## src/rtl/aclk_pkg.sv

```systemverilog
package aclk_pkg;

    typedef enum logic [1:0] {
        RATE_SINGLE = 2'b00,
        RATE_DUAL   = 2'b01,
        RATE_QUAD   = 2'b10,
        RATE_BAD    = 2'b11
    } rate_e;

    typedef enum logic [1:0] {
        FMT_RJ  = 2'b00,
        FMT_LJ  = 2'b01,
        FMT_I2S = 2'b10,
        FMT_DSP = 2'b11
    } fmt_e;

endpackage

```

## src/rtl/aclk_rate_decode.sv

```systemverilog
module aclk_rate_decode #(
    parameter int SLOW_DIV = 4,
    parameter int FAST_DIV = 2,
    parameter int DIV_W    = 2
) (
    input  logic [1:0]       rate_sel,
    output logic [DIV_W-1:0] div_last,
    output logic [DIV_W-1:0] div_half,
    output logic             rate_ok
);
    import aclk_pkg::*;

    always_comb begin
        rate_ok  = 1'b1;
        div_last = DIV_W'(SLOW_DIV - 1);
        div_half = DIV_W'(SLOW_DIV / 2);
        case (rate_e'(rate_sel))
            RATE_SINGLE, RATE_DUAL: begin
                div_last = DIV_W'(SLOW_DIV - 1);
                div_half = DIV_W'(SLOW_DIV / 2);
            end
            RATE_QUAD: begin
                div_last = DIV_W'(FAST_DIV - 1);
                div_half = DIV_W'(FAST_DIV / 2);
            end
            default: rate_ok = 1'b0;
        endcase
    end

endmodule

```

## src/rtl/aclk_lr_shaper.sv

```systemverilog
module aclk_lr_shaper #(
    parameter int FRAME_BITS = 64,
    parameter int BIT_W      = 6
) (
    input  logic [1:0]       fmt_sel,
    input  logic [BIT_W-1:0] bit_idx,
    output logic             lr_level
);
    import aclk_pkg::*;

    localparam logic [BIT_W-1:0] HALF = BIT_W'(FRAME_BITS / 2);

    always_comb begin
        case (fmt_e'(fmt_sel))
            FMT_DSP: lr_level = (bit_idx == '0);
            FMT_I2S: lr_level = (bit_idx >= HALF);
            default: lr_level = (bit_idx < HALF);
        endcase
    end

endmodule

```

## src/rtl/aclk_master_gen.sv

```systemverilog
module aclk_master_gen #(
    parameter int FRAME_BITS = 64,
    parameter int SLOW_DIV   = 4,
    parameter int FAST_DIV   = 2
) (
    input  logic       clk,
    input  logic       rst,
    input  logic       master_en,
    input  logic [1:0] rate_sel,
    input  logic [1:0] fmt_sel,
    output logic       bclk,
    output logic       lrclk,
    output logic       frame_start,
    output logic       rate_err
);
    localparam int DIV_W = (SLOW_DIV > 2) ? $clog2(SLOW_DIV) : 1;
    localparam int BIT_W = $clog2(FRAME_BITS);
    localparam logic [BIT_W-1:0] LAST_BIT = BIT_W'(FRAME_BITS - 1);

    typedef struct packed {
        logic             run;
        logic [DIV_W-1:0] div;
        logic [BIT_W-1:0] bitn;
        logic             bclk;
        logic             lr;
        logic             fs;
        logic             err;
    } gen_state_t;

    gen_state_t st_d, st_q;

    logic [DIV_W-1:0] div_last;
    logic [DIV_W-1:0] div_half;
    logic             rate_ok;
    logic             lr_level;
    logic             active;

    aclk_rate_decode #(
        .SLOW_DIV (SLOW_DIV),
        .FAST_DIV (FAST_DIV),
        .DIV_W    (DIV_W)
    ) u_rate (
        .rate_sel (rate_sel),
        .div_last (div_last),
        .div_half (div_half),
        .rate_ok  (rate_ok)
    );

    aclk_lr_shaper #(
        .FRAME_BITS (FRAME_BITS),
        .BIT_W      (BIT_W)
    ) u_lr (
        .fmt_sel  (fmt_sel),
        .bit_idx  (st_d.bitn),
        .lr_level (lr_level)
    );

    assign active = master_en && rate_ok;

    always_comb begin
        st_d      = st_q;
        st_d.err  = (rate_sel == 2'b11);
        if (!active) begin
            st_d.run  = 1'b0;
            st_d.div  = '0;
            st_d.bitn = '0;
        end else if (!st_q.run) begin
            st_d.run  = 1'b1;
            st_d.div  = '0;
            st_d.bitn = '0;
        end else if (st_q.div >= div_last) begin
            st_d.div  = '0;
            st_d.bitn = (st_q.bitn == LAST_BIT) ? '0 : st_q.bitn + 1'b1;
        end else begin
            st_d.div  = st_q.div + 1'b1;
        end
        st_d.bclk = active && (st_d.div >= div_half);
        st_d.lr   = active && lr_level;
        st_d.fs   = active && (st_d.div == '0) && (st_d.bitn == '0);
    end

    always_ff @(posedge clk) begin
        if (rst) begin
            st_q <= '0;
        end else begin
            st_q <= st_d;
        end
    end

    assign bclk        = st_q.bclk;
    assign lrclk       = st_q.lr;
    assign frame_start = st_q.fs;
    assign rate_err    = st_q.err;

endmodule

```

## config.mk

```make
export PLATFORM = sky130hd
export DESIGN_NAME = aclk_master_gen
export DESIGN_NICKNAME = d
export VERILOG_FILES = /design/src/rtl/aclk_pkg.sv /design/src/rtl/aclk_rate_decode.sv /design/src/rtl/aclk_lr_shaper.sv /design/src/rtl/aclk_master_gen.sv
export SDC_FILE = /design/constraint.sdc
export NUM_CORES = 1
export LEC_CHECK = 0
export CAP_MARGIN = 10
export CORE_MARGIN = 1.5
export CORE_UTILIZATION = 25
export CTS_CLUSTER_DIAMETER = 80
export CTS_CLUSTER_SIZE = 12
export DETAILED_ROUTE_END_ITERATION = 6
export HOLD_SLACK_MARGIN = 0.12
export PLACE_DENSITY = 0.46
export SETUP_SLACK_MARGIN = 0.2
export SLEW_MARGIN = 10
export SYNTH_ARGS = -nofsm -noshare
export SYNTH_HDL_FRONTEND = slang
export SYNTH_SLANG_ARGS = --single-unit
```

## constraint.sdc

```tcl
create_clock -name clk -period 2.7 [get_ports clk]
set_clock_uncertainty 0.2 [all_clocks]
set_input_delay 0.54 -clock clk [delete_from_list [all_inputs] [get_ports clk]]
set_output_delay 0.54 -clock clk [all_outputs]
set_load 0.03 [all_outputs]
```

==> impl_metrics.env <==
export IMPL_status="finished, final reports clean"
export IMPL_syn_mean_instance_area_um2=8.807
export IMPL_grt_total_usage_pct=12.18
export IMPL_switching_share_pct=24.54
export IMPL_vias_per_cell=4.723
export IMPL_cts_root_buffer="clkbuf_4"
export IMPL_cp_required_ps=2680
export IMPL_antenna_left=0
export IMPL_hold_viol_final=0
export IMPL_drt_iter0_drc=11
export IMPL_antenna_found_initial=0
export IMPL_setup_worst_path_class="input port to flop"
export IMPL_synthesis_nets=88
export IMPL_netlist_area_um2=678.2
export IMPL_p_clk_share_pct=34.0
export IMPL_yosys_most_used_dff="dfxtp_1"
export IMPL_p_int_mw=0.2762
export IMPL_via_count=614
export IMPL_routed_wl_um=1529
export IMPL_path_max_fanout=4
export IMPL_clkLatencyLatePin_ps=280
export IMPL_power_frac_comb_pct=12.2
export IMPL_worstPathArrival_ps=2380
export IMPL_rsz0062_at_grt="no"
export IMPL_placed_area_um2=882.1
export IMPL_die_w_um=55.08
export IMPL_drv_cap=0
export IMPL_ir_worst_vdd_uv=232.4
export IMPL_ys_seq_area_share_pct=38.38
export IMPL_avgRoutedWirePerCell_um=11.76
export IMPL_tns_ps=0
export IMPL_io_buffers=10
export IMPL_cts_tree="done"
export IMPL_overflow=0
export IMPL_slew_headroom_pct=78.65
export IMPL_initial_utilization_pct=26.88
export IMPL_grt_pass1_vias=565
export IMPL_reg2reg_from="st_q[11]"
export IMPL_rr_endpoint="lrclk"
export IMPL_p_switching_mw=0.08980
export IMPL_min_period_over_period_pct=88.83
export IMPL_hp_class="flop to flop"
export IMPL_antennaDiodeCount=0
export IMPL_synth_seq_cells=13
export IMPL_slew_violations=0
export IMPL_final_area_um2=940.9
export IMPL_reg2regPathDepth=7
export IMPL_layout_nets=112
export IMPL_clock_path_buffers=2
export IMPL_hp_start="st_q[12]"
export IMPL_die_area_um2=3034
export IMPL_ys_top_cells_by_area="dfxtp_1 38%, ha_1 7.4%, nor3_1 4.4%"
export IMPL_layout_min_cycle_time_ps=2399
export IMPL_drc_errors=0
export IMPL_place_gp_congestion=0.7444
export IMPL_coreArea_um2=2522
export IMPL_cts_htree_levels=1
export IMPL_synth_cell_types=30
export IMPL_ios=11
export IMPL_worst_setup_path_start_kind="input port"
export IMPL_leakagePower_nw=0.3714
export IMPL_setup_worst_path_end_class="flop"
export IMPL_setup_ws_ps=301.5
export IMPL_grt_first_pass_wirelength_um=2573
export IMPL_cts_buffers_inserted=3
export IMPL_setup_violations=0
export IMPL_cts_sinks=13
export IMPL_p_seq_share_pct=53.9
export IMPL_yosysWarnings=0
export IMPL_path_clk_slew_ps=80
export IMPL_ys_async_sr_fraction_pct=0
export IMPL_die_h_um=55.08
export IMPL_fmax_mhz=416.9
export IMPL_yosys_area_top_type="dfxtp_1"
export IMPL_whs_path_depth=3
export IMPL_drive_above_1_share_pct=23.00
export IMPL_dp_final_hpwl_um=1155
export IMPL_netlist_instances=77
export IMPL_tightest_slew_ps=319.3
export IMPL_synthToLayoutAreaGrowth_pct=38.75
export IMPL_synth_edff_count=0
export IMPL_dp_slack_ps=-226.0
export IMPL_min_to="st_q[10]"
export IMPL_fillers=280
export IMPL_power_density_nw_per_um2=389.0
export IMPL_reg2reg_slack_ps=560
export IMPL_dr_pass1_iters=4
export IMPL_row_count=18
export IMPL_grt_max_degree=10
export IMPL_yosysTopAreaCellShare_pct=38.38
## Yosys cell counts (2+ instances only)
cell / number
nor2b_1: 2
dfxtp_1: 13
nor4_1: 4
nand2_1: 8
xor2_1: 2
nor2_1: 7
ha_1: 4
a21oi_1: 3
o31ai_1: 2
nand3_1: 5
o21ai_0: 2
nor3_1: 6
mux2i_1: 2
## critical path, stage by stage
cell and delay [ps]:
dlygate4sd2_1 240, nor2b_4 130, ha_4 270, a21o_4 140, nand4_4 130, or3_1 380
a31o_1 220, mux2i_1 120, a32o_1 200
## flip-flops by register name (all words and copies together) (netlist names)
signal	count
bclk	1
frame_start	1
lrclk	1
st_q	9
rate_err	1
## layout by cell type (no fill, tap or decap), types with 2 or more instances in the layout
master and instances:
o31ai_1 2, nand3_1 5, ha_1 3, nor2_1 7
mux2i_1 2, nor4_1 4, nand2_1 8, a21oi_1 3
nor3_1 6, clkdlybuf4s50_1 8, buf_4 11, dfxtp_1 13
dlygate4sd2_1 2, clkbuf_4 3
## cell type report
cell class                 count  area (µm²)  share of cell area, %
clock buffer                   4       26.28                  2.793
inverter                       1       3.754                 0.3989
multi-input combinational     61       432.9                  46.01
sequential                    13       260.3                  27.66
tap                           30       37.54                  3.989
timing repair buffer          21       180.2                  19.15
## routing by layer
metal  GRT usage [%]  routed length, µm
met1           15.52                766
met2           18.45                683
met3           5.376                 71
met4           3.659                  8
met5               0                  0
## kinds of logic after synthesis
group | Yosys count | share of synthesized area [%]
AND/OR/NAND/NOR | 41 | 33.58
flip-flops | 13 | 38.38
buffers and inverters | 3 | 1.843
multiplexers | 2 | 2.952
XOR/XNOR | 3 | 3.875
adder cells (fa/ha/maj) | 4 | 7.380
AO/OA/AOI/OAI | 11 | 11.99
## how the worst max path moves through the flow
stage / slack, ps / from / end
2_1_floorplan: 270 / rate_sel[1] / lrclk
3_3_place_gp: -230 / rate_sel[1] / lrclk
3_5_place_dp: -230 / rate_sel[1] / lrclk
4_1_cts: 310 / rate_sel[1] / lrclk
5_1_grt: 230 / rate_sel[1] / lrclk
6_report: 300 / rate_sel[1] / lrclk
## power by group through the flow
stage / clock network (mW) / registers, mW / logic [mW]
final: 0.124 / 0.197 / 0.0446
after global placement: 0 / 0.202 / 0.0438
after CTS: 0.133 / 0.197 / 0.0449
after global routing: 0.135 / 0.198 / 0.0496
after detailed placement: 0 / 0.202 / 0.0438
after floorplan: 0 / 0.207 / 0.0152
## per-stage QoR
stage               util [%]  power [mW]  hold WS (ps)  std cells
finish                 37.30      0.3660         369.5        130
global route           37.30      0.3819         421.6        130
CTS                    37.30      0.3746         378.0        130
detailed placement     34.97      0.2454         363.1        125
global placement       34.97      0.2454         364.7        125
floorplan                  -      0.2223         317.1         77
## timing repair
action,4_1_cts,5_1_grt
buffers inserted,1,0
resized for setup,7,0
hold buffers,0,0
endpoints found under the setup margin,3,0
Note: power is estimated with default switching activity, not from simulation.
